--- src/rtl/clmp_pkg.sv ---
`timescale 1ns/1ps
// Package: shared types for the clamp pulse generator.
// Assumes: consumers pick widths through their own parameters.
package clmp_pkg;

    // Clamp source selection, encoded as the select input bit.
    typedef enum logic {
        SRC_INT = 1'b0,
        SRC_EXT = 1'b1
    } clamp_src_e;

    // Registered operating mode.
    typedef struct packed {
        clamp_src_e src;
        logic       pol_high;
    } clamp_mode_t;

endpackage

--- src/rtl/clmp_cfg_regs.sv ---
`timescale 1ns/1ps
// Module: clmp_cfg_regs
// Registers the mode and per-channel target selects so that they have
// defined reset values: internal source, positive polarity, all ground.
// Assumes: select inputs are synchronous to clk.
module clmp_cfg_regs
    import clmp_pkg::*;
#(
    parameter int CHAN_N = 3
) (
    input  logic              clk,
    input  logic              rst_n,
    input  logic              src_sel_i,
    input  logic              pol_i,
    input  logic [CHAN_N-1:0] mid_sel_i,
    output clamp_mode_t       mode_o,
    output logic [CHAN_N-1:0] mid_sel_o
);

    clamp_mode_t       mode_q;
    logic [CHAN_N-1:0] mid_q;

    // Capture the mode and selects, applying reset defaults.
    always_ff @(posedge clk) begin
        if (!rst_n) begin
            mode_q.src      <= SRC_INT;
            mode_q.pol_high <= 1'b1;
            mid_q           <= '0;
        end else begin
            mode_q.src      <= clamp_src_e'(src_sel_i);
            mode_q.pol_high <= pol_i;
            mid_q           <= mid_sel_i;
        end
    end

    assign mode_o    = mode_q;
    assign mid_sel_o = mid_q;

endmodule

--- src/rtl/clmp_hs_timer.sv ---
`timescale 1ns/1ps
// Module: clmp_hs_timer
// Counts clocks from each hsync leading edge and raises win_o while the
// count lies in [placement, placement + duration). The settings are
// captured at the edge. The counter is one bit wider than the settings
// and saturates, so the largest window never wraps.
// Assumes: hsync_i is synchronous to clk.
module clmp_hs_timer #(
    parameter int CNT_W = 8
) (
    input  logic             clk,
    input  logic             rst_n,
    input  logic             hsync_i,
    input  logic [CNT_W-1:0] place_i,
    input  logic [CNT_W-1:0] dur_i,
    output logic             win_o
);

    localparam int SUM_W = CNT_W + 1;
    localparam logic [SUM_W-1:0] ONE = SUM_W'(1);

    logic             hs_q;
    logic             lead;
    logic [SUM_W-1:0] cnt_q;
    logic [CNT_W-1:0] place_q;
    logic [CNT_W-1:0] dur_q;
    logic [SUM_W-1:0] start_pt;
    logic [SUM_W-1:0] end_pt;

    // Keep the previous hsync level; reset high so a level that is already high is not an edge.
    always_ff @(posedge clk) begin
        if (!rst_n) hs_q <= 1'b1;
        else        hs_q <= hsync_i;
    end

    assign lead = hsync_i & ~hs_q;

    // Restart the count and capture the settings at a leading edge; otherwise count up to saturation.
    always_ff @(posedge clk) begin
        if (!rst_n) begin
            cnt_q   <= '1;
            place_q <= '0;
            dur_q   <= '0;
        end else if (lead) begin
            cnt_q   <= '0;
            place_q <= place_i;
            dur_q   <= dur_i;
        end else if (cnt_q != '1) begin
            cnt_q   <= cnt_q + ONE;
        end
    end

    // Compare the count against the captured window bounds.
    always_comb begin
        start_pt = {1'b0, place_q};
        end_pt   = {1'b0, place_q} + {1'b0, dur_q};
        win_o    = (cnt_q >= start_pt) && (cnt_q < end_pt);
    end

    // a detected leading edge always restarts the count.
    a_r2_lead_restarts: assert property (@(posedge clk) disable iff (!rst_n)
        lead |=> (cnt_q == '0));

    // a zero duration keeps the window closed.
    a_r4_zero_dur_silent: assert property (@(posedge clk) disable iff (!rst_n)
        (dur_q == '0) |-> !win_o);

    // the window closes after its last cycle unless a new edge arrives.
    a_r3_window_closes: assert property (@(posedge clk) disable iff (!rst_n)
        (win_o && !lead && (cnt_q == end_pt - ONE)) |=> !win_o);

endmodule

--- src/rtl/clmp_ext_sync.sv ---
`timescale 1ns/1ps
// Module: clmp_ext_sync
// A chain of flops that brings the asynchronous clamp pin into the clk domain.
// Assumes: STAGES >= 2.
module clmp_ext_sync #(
    parameter int STAGES = 2
) (
    input  logic clk,
    input  logic rst_n,
    input  logic ext_i,
    output logic ext_o
);

    logic [STAGES-1:0] stg_q;
    logic              up_q;

    // Shift the pin through the synchronizer chain.
    always_ff @(posedge clk) begin
        if (!rst_n) stg_q <= '0;
        else        stg_q <= {stg_q[STAGES-2:0], ext_i};
    end

    // Mark that the previous edge was outside reset (used by the checks).
    always_ff @(posedge clk) begin
        if (!rst_n) up_q <= 1'b0;
        else        up_q <= 1'b1;
    end

    assign ext_o = stg_q[STAGES-1];

    // the first stage holds the pin value from the previous edge.
    a_r6_stage_first: assert property (@(posedge clk) disable iff (!rst_n)
        up_q |-> (stg_q[0] == $past(ext_i)));

    for (genvar i = 1; i < STAGES; i++) begin : g_stage_chk
        // each later stage holds its predecessor's value from the previous edge.
        a_r6_stage_shift: assert property (@(posedge clk) disable iff (!rst_n)
            up_q |-> (stg_q[i] == $past(stg_q[i-1])));
    end

endmodule

--- src/rtl/clamp_pulse_gen.sv ---
`timescale 1ns/1ps
// Module: clamp_pulse_gen (top)
// Selects the clamp from the hsync timer or the synchronized, polarity-
// corrected external pin, and produces a ground or midscale target code
// for each channel.
// Assumes: hsync_i and the settings are synchronous to clk; the pin is not.
module clamp_pulse_gen
    import clmp_pkg::*;
#(
    parameter int CNT_W       = 8,
    parameter int CHAN_N      = 3,
    parameter int CODE_W      = 8,
    parameter int SYNC_STAGES = 2
) (
    input  logic                     clk,
    input  logic                     rst_n,
    input  logic                     hsync_i,
    input  logic                     clamp_pin_i,
    input  logic                     src_sel_i,
    input  logic                     clamp_pol_i,
    input  logic [CNT_W-1:0]         place_i,
    input  logic [CNT_W-1:0]         dur_i,
    input  logic [CHAN_N-1:0]        mid_sel_i,
    output logic                     clamp_o,
    output logic [CHAN_N*CODE_W-1:0] tgt_code_o
);

    localparam logic [CODE_W-1:0] MID_CODE = {1'b1, {(CODE_W-1){1'b0}}};

    clamp_mode_t       mode_q;
    logic [CHAN_N-1:0] mid_q;
    logic              win;
    logic              ext_s;
    logic              ext_act;
    logic              up_q;

    clmp_cfg_regs #(.CHAN_N(CHAN_N)) cfg_i (
        .clk       (clk),
        .rst_n     (rst_n),
        .src_sel_i (src_sel_i),
        .pol_i     (clamp_pol_i),
        .mid_sel_i (mid_sel_i),
        .mode_o    (mode_q),
        .mid_sel_o (mid_q)
    );

    clmp_hs_timer #(.CNT_W(CNT_W)) timer_i (
        .clk     (clk),
        .rst_n   (rst_n),
        .hsync_i (hsync_i),
        .place_i (place_i),
        .dur_i   (dur_i),
        .win_o   (win)
    );

    clmp_ext_sync #(.STAGES(SYNC_STAGES)) sync_i (
        .clk   (clk),
        .rst_n (rst_n),
        .ext_i (clamp_pin_i),
        .ext_o (ext_s)
    );

    // Correct the pin polarity, then pick the active clamp source.
    always_comb begin
        ext_act = mode_q.pol_high ? ext_s : ~ext_s;
        clamp_o = (mode_q.src == SRC_EXT) ? ext_act : win;
    end

    // Per-channel target code: midscale or ground.
    for (genvar c = 0; c < CHAN_N; c++) begin : g_lane
        assign tgt_code_o[c*CODE_W +: CODE_W] = mid_q[c] ? MID_CODE : '0;
    end

    // Mark that the previous edge was outside reset (used by the checks).
    always_ff @(posedge clk) begin
        if (!rst_n) up_q <= 1'b0;
        else        up_q <= 1'b1;
    end

    for (genvar c = 0; c < CHAN_N; c++) begin : g_lane_chk
        // each lane's code follows the select driven before the last edge.
        a_r8_code_tracks_sel: assert property (@(posedge clk) disable iff (!rst_n)
            up_q |-> (tgt_code_o[c*CODE_W +: CODE_W] ==
                      ($past(mid_sel_i[c]) ? MID_CODE : {CODE_W{1'b0}})));
    end

endmodule

--- config.mk ---
export PLATFORM = sky130hd
export DESIGN_NAME = clamp_pulse_gen
export DESIGN_NICKNAME = d
export VERILOG_FILES = /design/src/rtl/clmp_pkg.sv /design/src/rtl/clmp_cfg_regs.sv /design/src/rtl/clmp_hs_timer.sv /design/src/rtl/clmp_ext_sync.sv /design/src/rtl/clamp_pulse_gen.sv
export SDC_FILE = /design/constraint.sdc
export NUM_CORES = 1
export LEC_CHECK = 0
export CELL_PAD_IN_SITES_DETAIL_PLACEMENT = 1
export CELL_PAD_IN_SITES_GLOBAL_PLACEMENT = 1
export CORE_ASPECT_RATIO = 1.5
export CORE_MARGIN = 1
export CORE_UTILIZATION = 33
export DETAILED_ROUTE_END_ITERATION = 6
export MAX_ROUTING_LAYER = met4
export PLACE_DENSITY = 0.87
export SETUP_SLACK_MARGIN = 0.3
export SYNTH_ARGS = -nofsm -noshare
export SYNTH_HDL_FRONTEND = slang
export SYNTH_SLANG_ARGS = --single-unit
export TNS_END_PERCENT = 5
--- constraint.sdc ---
create_clock -name clk -period 2.56 [get_ports clk]
set_input_delay 0.256 -clock clk [delete_from_list [all_inputs] [get_ports clk]]
set_output_delay 0.256 -clock clk [all_outputs]
set_load 0.02 [all_outputs]
# Word level (Yosys, flattened, before mapping)
# Cells that the tools add are included.
# word_totals
ff_bits	33
inputBits	25
out_inout_bits	25
word_cells	25
# op_classes
add_sub_neg	2
n_lt_le_gt_ge	2
n_eq_ne	1
muxes	7
bitwise_logic	3
n_reduce_logical	2
# ops
op	n
8-bit 2-to-1 mux	3
9-bit 2-to-1 mux	2
8-bit by 8-bit adder with 9-bit output	1
9-bit by 1-bit adder with 9-bit output, second input constant	1
9-bit by 8-bit greater-or-equal comparator with 1-bit output	1
9-bit less-than comparator	1
9-bit != test, second input constant	1
1-bit 2-to-1 mux	2
1-bit NOT	2
2-bit nonzero test	1
1-bit bitwise AND	1
1-bit logical AND	1

# Logic depth before layout (Yosys ltp)
# Gate-level depths: netlist of the first run.
# logic_depth
depth_word	4
mapped_depth	13
ltp_nobuf	13

# By module
# From an unflattened synthesis of the first run, not the netlist that was laid out.
# hier_totals
cells_unflattened	241
area_unflattened_um2	2074.5
# modules_own_cells
mod	n_inst	cells_each	area_each_um2	seq_area_each_um2
clmp_hs_timer	1	203	1705.4	520.5
clamp_pulse_gen	1	24	185.2	0.0
clmp_cfg_regs	1	10	131.4	100.1
clmp_ext_sync	1	4	52.6	40.0

# Worst setup path before layout of the first run
# No wires, ideal clock.
# synth_timing
path_type	flip-flop to output port
from	register timer_i.place_q[0]
to	output clamp_o
arrival_ns	2.395
t_required_ns	2.304
setup_slack_ns	-0.091
path_stages_with_launch	12
n_path_buf	0
path_cell_list	dfxtp_1 > ha_1 > inv_1 > fa_1 > nor2b_1 > o21ai_1 > a21boi_1 > o21ai_1 > a211o_1 > ha_1 > a211oi_1 > a32o_1
# synth_via
elab_chain_cells	4
elab_cells_between_ends	5
cone_classes	1 x add/sub; 2 x order compare; 1 x mux; 1 x reduce/logical
# synth_rtl
element	line	text
start, declared	clmp_hs_timer.sv:25	logic [CNT_W-1:0] place_q;
start signal, assigned	clmp_hs_timer.sv:46	place_q <= place_i;
8-bit by 8-bit adder with 9-bit output	clmp_hs_timer.sv:56	end_pt = {1'b0, place_q} + {1'b0, dur_q};
9-bit less-than comparator	clmp_hs_timer.sv:57	win_o = (cnt_q >= start_pt) && (cnt_q < end_pt);
1-bit logical AND *	clmp_hs_timer.sv:57	
1-bit 2-to-1 mux *	clamp_pulse_gen.sv:66	clamp_o = (mode_q.src == SRC_EXT) ? ext_act : win;
end, declared	clamp_pulse_gen.sv:24	output logic clamp_o,
# Every way passes the cells marked *; elsewhere a longest branch is shown, timed or not.

# Worst setup path after layout of the first run
# layout_timing
from	register timer_i.dur_q[2]
to	output clamp_o
# layout_via
elab_chain_cells	4
# layout_rtl
element	line	text
start, declared	clmp_hs_timer.sv:26	logic [CNT_W-1:0] dur_q;
start signal, assigned	clmp_hs_timer.sv:47	dur_q <= dur_i;
8-bit by 8-bit adder with 9-bit output	clmp_hs_timer.sv:56	
9-bit less-than comparator	clmp_hs_timer.sv:57	
1-bit logical AND	clmp_hs_timer.sv:57	
1-bit 2-to-1 mux	clamp_pulse_gen.sv:66	
# No other way between the ends.

==> qor.csv, run 1 <==
metric,value,unit
fin nets,343,
Crit path buffers/inverters,2,
placed cell areas,2500,µm²
IO Port Bufs,28,
Clock Latency Late Sink,300,ps
initial antenna violation count,0,
Ports,50,
die area,6550,µm²
Worst Hold Class,register to register,
row count,34,
vias per cell,4.84,
"CTS clk-pin slew, worst paths",70,ps
Worst Clk Skew,6.81,ps
fin. max-slew vios,0,
Post-synth EDFFs,0,
area of the multi-input gates,1290,µm²
residual DRC count,0,
die span in x,66.4,µm
yosys warns,0,
Longest Clk Path Bufs,2,
max incr delay on CP,320,ps
Period minus WS final,2990,ps
"Cell Area, Synth",2050,µm²
slew margin rel.,61.1,%
Post-synth ARST share,0,%
Synth Register Bits,33,
grt met3 use,3.82,%
status,"complete, but fails checks",
Maximum Capacitance Violations,0,
first-pass GRT wire length,8.31,mm
post-synthesis sequential area ratio,32.2,%
Fin. Hold Viols,0,
CP Capture Type,output pin,
PD cells,689,nW/µm²
Worst Path Required,2300,ps
Setup CP Type,register to output pin,
total wire length,5.05,mm
crit path launch type,register,
CTS tree,done,
routed vias,1761,
unrepaired setup endpoints after global routing,true,
DP Cell Count,351,
CTS root buffer,clkbuf_8,
GRT Residual Overflow,0,
critical path arrival,2740,ps
Setup WS post-layout,-433,ps
Num CTS Buffers,5,
# hold bufs at CTS,0,
Avg Inst Size Synth,8.67,µm²
final number of setup-violating endpoints,1,
global routing usage on met2,31.9,%
Starting Density,34.7,%
non-filler instance count after layout,364,
H-tree levels,2,
share of cells above drive strength 1,18.2,%
WL/cell,13.9,µm
largest net degree at the start of global routing,34,
setup TNS,-433,ps
GRT Total Usage,17.4,%
fmax,0.334,GHz
global placement routability congestion,0.823,
detailed placer's ending HPWL,3.66,mm
slowest CP cell,ha_1,
post-route ant nets,0,
Leak Pwr,1.13,nW
DR pass1 iterations,4,
vias in the first global route,1860,
Worst VDD drop,388,µV
critical-path maximum fanout,2,
Die Ht,98.6,µm
Starting DRT DRC Count,40,
Syn-to-layout area delta,29.7,%
clock sink count,33,
failing checks,negative setup slack,
# diodes,0,
gr busiest metal,met2,
Synth Instances,237,
finished layout cell area,2660,µm²
synth unique cells,39,
largest delay contributor family on the critical path,compound AO/OA/AOI/OAI gates,
critical-path cell list,ha_1 > nor2b_2 > o21ai_2 > a21boi_2 > buf_4 > o311a_1 > a21o_1 > ha_1 > a21o_1 > a211oi_2 > a32o_2 > buf_6,
met1 usage,16.6,%
worst slew pin tran,583,ps
Hold WS,446,ps
period utilization,117,%
Reg area,664,µm²
DP Worst Slack,-642,ps
Synth Flop Type,dfxtp_1,
CORE AREA,5910,µm²
FILL cells,709,
worst reg2reg max path, stage by stage (launching register included):
cell and delay [ps]:
dfxtp_1 430, ha_1 200, nand3_1 80, nor2_1 110
ha_1 280, nor2b_1 100, and2_1 190, nand4_1 100
xor2_1 160, o21ai_1 70
cells in the mapped netlist (2+ instances only):
cell	number	area, µm²
mux2i_1	2	20.0
clkbuf_1	5	18.8
xnor2_1	6	52.6
dfxtp_1	33	661
o21ai_1	9	45.0
nor3_1	4	20.0
a21oi_1	5	25.0
a21boi_1	12	90.1
nor2b_1	4	25.0
o21ai_0	4	20.0
nor2_1	6	22.5
buf_2	3	15.0
a211oi_1	2	15.0
nand4_1	5	31.3
inv_1	11	41.3
buf_4	21	158
nand2b_1	3	18.8
nand2_1	37	139
a21o_1	4	30.0
xor2_1	7	61.3
and2_1	7	43.8
ha_1	26	325
a21boi_0	5	37.5
placed cells by master, fill, tap and decap left out, drive strengths merged, types with 2 or more instances in the layout:
cell type and count:
nor2b 4, nor3 4, nor2 6, ha 26, buf 29, mux2i 2, dfxtp 33, a21oi 6
o21ai 13, clkinv 2, a21boi 17, conb 21, xor2 7, xnor2 6, and2 7, nand2 37
inv 11, a211oi 2, clkbuf 5, clkdlybuf4s50 27, nand4 5, a21o 4, nand2b 3, o211ai 2
final cells by class:
cell class | instances | share of cell area, %
clock buffer | 5 | 2.58
inverter | 11 | 1.55
multi-input combinational | 184 | 48.4
tap | 72 | 3.38
clock inverter | 3 | 0.658
sequential | 33 | 24.9
timing repair buffer | 56 | 18.5
logic make-up after synthesis:
group | count (synthesis) | synth area share (%)
and+or+nand+nor | 71 | 16.3
AOI/OAI and AO/OA | 50 | 16.7
buffers and inverters | 40 | 11.3
DFF | 33 | 32.2
adders and majority gates | 27 | 16.8
xor gates and xnor gates | 13 | 5.54
muxes | 2 | 0.974
other | 1 | 0.183
sequential cells by signal, indices dropped and copies added, names as in the netlist:
signal,flops
cfg_i.mode_o,2
timer_i.cnt_q,9
timer_i.place_q,8
timer_i.dur_q,8
timer_i.hs_q,1
cfg_i.mid_sel_o,3
sync_i.stg_q,2
repair_timing:
action,in CTS,in global routing
setup buffers,3,2
endpoints found under the setup margin,1,1
gates resized for setup,11,5
pin swaps,8,9
per-layer routing:
layer | wire (µm) | share of wire (%)
met5 | 0 | 0
met3 | 163 | 3.2
met1 | 1910 | 38
met4 | 127 | 2.5
met2 | 2850 | 56
final timing paths:
kind	from	to	slack, ps	cells past startpoint
max reg2reg	timer_i.cnt_q[0]	timer_i.cnt_q[6]	720	9
max	timer_i.dur_q[2]	clamp_o	-430	12
min	sync_i.stg_q[0]	sync_i.stg_q[1]	450	1
min reg2reg	sync_i.stg_q[0]	sync_i.stg_q[1]	450	1
power breakdown:
group          internal [mW]  switching [mW]  total (mW)
Combinational          0.371           0.368       0.739
Sequential             0.590           0.107       0.698
Clock                  0.188           0.212       0.400
metrics by stage:
step | util, % | total power, mW
after floorplan | - | 1.21
after global placement | 42.4 | 1.37
after detailed placement | 42.4 | 1.42
after CTS | 44.5 | 1.85
after global routing | 45.0 | 1.97
final | 45.0 | 1.84
Power figures use the tool's default switching activity.
==> run 2, diff against run 1 <==
--- a/config.mk
+++ b/config.mk
@@ -12,7 +12,7 @@
 export CORE_UTILIZATION = 33
 export DETAILED_ROUTE_END_ITERATION = 6
 export MAX_ROUTING_LAYER = met4
-export PLACE_DENSITY = 0.87
+export PLACE_DENSITY_LB_ADDON = 0.25
 export SETUP_SLACK_MARGIN = 0.3
 export SYNTH_ARGS = -nofsm -noshare
 export SYNTH_HDL_FRONTEND = slang
==> run 2 against run 1 <==
  * The run still ends with negative setup slack left
  * Final cell count shrank 1.4%
  * Non-clock buffer count is 5 lower
  * Clock skew is 0.87 ps lower
  * Sequential power is 0.7% lower
  * Register-to-register slack got worse by 20 ps
  * Sequential cell count is the same
  * Utilization shrank 0.76 points
  * First-iteration DRC count down 15%
  * Critical endpoint unchanged
  * Largest cell class unchanged
==> qor.csv, run 2 (synthesis results as in run 1) <==
metric,value,unit,change
status,"complete, but fails checks",,unchanged
failing checks,negative setup slack,,unchanged
Maximum Capacitance Violations,0,,unchanged
fin nets,338,,was 343
Die Ht,98.6,µm,unchanged
fmax,0.342,GHz,was 0.334 GHz
Ports,50,,unchanged
H-tree levels,2,,unchanged
Reg2Reg Setup Slack,700,ps,was 720 ps
IO Port Bufs,28,,unchanged
CTS tree,done,,unchanged
Period minus WS final,2930,ps,was 2990 ps
biggest regs,"timer_i.cnt_q: 9 flops, timer_i.dur_q: 8 flops, timer_i.place_q: 8 flops",,unchanged
non-filler instance count after layout,359,,was 364
post-route ant nets,0,,unchanged
"most common cell after layout, fill and taps aside",nand2_1,,unchanged
Leak Pwr,1.10,nW,was 1.13 nW
worst slew pin tran,603,ps,was 583 ps
GRT Residual Overflow,0,,unchanged
Worst Clk Skew,5.94,ps,was 6.81 ps
Setup WS post-layout,-367,ps,was -433 ps
die area,6550,µm²,unchanged
final number of setup-violating endpoints,1,,unchanged
largest delay contributor family on the critical path,compound AO/OA/AOI/OAI gates,,unchanged
Setup CP Type,register to output pin,,unchanged
CP Capture Type,output pin,,unchanged
critical-path maximum fanout,2,,unchanged
DR pass1 iterations,4,,unchanged
die span in x,66.4,µm,unchanged
period utilization,114,%,was 117%
Num CTS Buffers,5,,unchanged
unrepaired setup endpoints after global routing,true,,unchanged
Starting DRT DRC Count,34,,was 40
setup TNS,-367,ps,was -433 ps
Starting Density,34.7,%,unchanged
vias per cell,4.69,,was 4.84
FILL cells,705,,was 709
slowest CP cell,dfxtp_2,,was ha_1
crit path launch type,register,,unchanged
clock sink count,33,,unchanged
"CTS clk-pin slew, worst paths",70,ps,about the same
GRT Total Usage,17.0,%,was 17.4%
Crit path buffers/inverters,2,,unchanged
max reg flops,9,,unchanged
number of setup buffers added after CTS,0,,was 3
fin. max-slew vios,0,,unchanged
detailed placer's ending HPWL,3.47,mm,was 3.66 mm
routed vias,1685,,was 1761
critical path arrival,2670,ps,was 2740 ps
Syn-to-layout area delta,27.5,%,was 29.7%
critical-path cell list,ha_4 > inv_2 > fa_2 > nor2b_2 > o21ai_2 > a21boi_2 > o21ai_1 > a211o_1 > ha_4 > o2111ai_2 > a32o_2 > buf_6,,was ha_1 > nor2b_2 > o21ai_2 > a21boi_2 > buf_4 > o311a_1 > a21o_1 > ha_1 > a21o_1 > a211oi_2 > a32o_2 > buf_6
CORE AREA,5910,µm²,unchanged
share of cells above drive strength 1,16.0,%,was 18.2%
Final Util,44.3,%,was 45.0%
initial antenna violation count,0,,unchanged
vias in the first global route,1812,,was 1860
# diodes,0,,unchanged
Worst Hold Class,register to register,,unchanged
total wire length,4.47,mm,was 5.05 mm
first-pass GRT wire length,8.19,mm,was 8.31 mm
CTS root buffer,clkbuf_8,,unchanged
Most Frequent Cell on Critical Path,ha_4,,
Fin. Hold Viols,0,,unchanged
Longest Clk Path Bufs,2,,unchanged
PD cells,687,nW/µm²,was 689 nW/µm²
slew margin rel.,59.8,%,was 61.1%
largest net degree at the start of global routing,34,,unchanged
residual DRC count,0,,unchanged
Worst VDD drop,361,µV,was 388 µV
row count,34,,unchanged
DP Worst Slack,-602,ps,was -642 ps
"Most flops, register",timer_i.cnt_q,,unchanged
Clock Latency Late Sink,280,ps,was 300 ps
WL/cell,12.5,µm,was 13.9 µm
DP Cell Count,351,,unchanged
most frequent cells in the layout,"37 x nand2_1, 30 x dfxtp_1, 27 x clkdlybuf4s50_1, 24 x ha_1, 23 x buf_4",,"was 37 x nand2_1, 30 x dfxtp_1, 28 x buf_4, 27 x clkdlybuf4s50_1, 24 x ha_1"
max incr delay on CP,360,ps,was 320 ps
total chip power,1.80,mW,was 1.84 mW
Worst Path Required,2300,ps,about the same
global placement routability congestion,0.786,,was 0.823
-- run 2: cell count changes in the layout (fill, tap and decap cells not counted), sizes merged --
cell	change
clkinvlp	-1
buf	-5
clkbuf	+1
-- run 2: final cells by class --
type,count,area (µm²),area share [%]
multi-input combinational,184,1290,49.1
sequential,33,664,25.4
timing repair buffer,51,454,17.3
tap,72,90.1,3.44
clock buffer,6,72.6,2.77
inverter,11,41.3,1.58
clock inverter,2,10.0,0.382
-- run 2: path summary, 6_finish.rpt --
path,startpoint,to,depth (start not counted)
worst min register to register,sync_i.stg_q[0],sync_i.stg_q[1],1
worst max-delay path,timer_i.dur_q[0],clamp_o,12
worst min-delay path,sync_i.stg_q[0],sync_i.stg_q[1],1
worst max register to register,timer_i.cnt_q[0],timer_i.cnt_q[6],9
-- run 2: report_power, final --
part / total [mW] / leakage (nW) / switching, mW / internal [mW]
sequential: 0.693 / 0.273 / 0.103 / 0.591
combinational: 0.724 / 0.786 / 0.358 / 0.367
clock: 0.381 / 0.0450 / 0.193 / 0.188
total: 1.80 / 1.10 / 0.653 / 1.15
-- run 2: metrics by stage --
step / hold slack [ps] / cell area, µm²
floorplan: 329 / 2150
global placement: 421 / 2500
detailed placement: 423 / 2500
CTS: 439 / 2610
global route: 477 / 2620
finish: 436 / 2620
-- run 2: routing by layer --
metal  vias to the layer above  track usage, %  part of all wire [%]
met5                         -               -                     0
met4                         0            6.38                   1.7
met3                         5            2.78                   2.6
met2                        32            30.8                    55
met1                       789            17.9                    41
li1                        859               -                     -
-- run 2: timing repair --
item / in CTS / in global routing
hold buffers: 0 / 0
hold endpoints to repair: 0 / 0
endpoints found under the setup margin: 1 / 1
gates cloned: 0 / 0
resized for setup: 11 / 4
pin swaps: 6 / 3
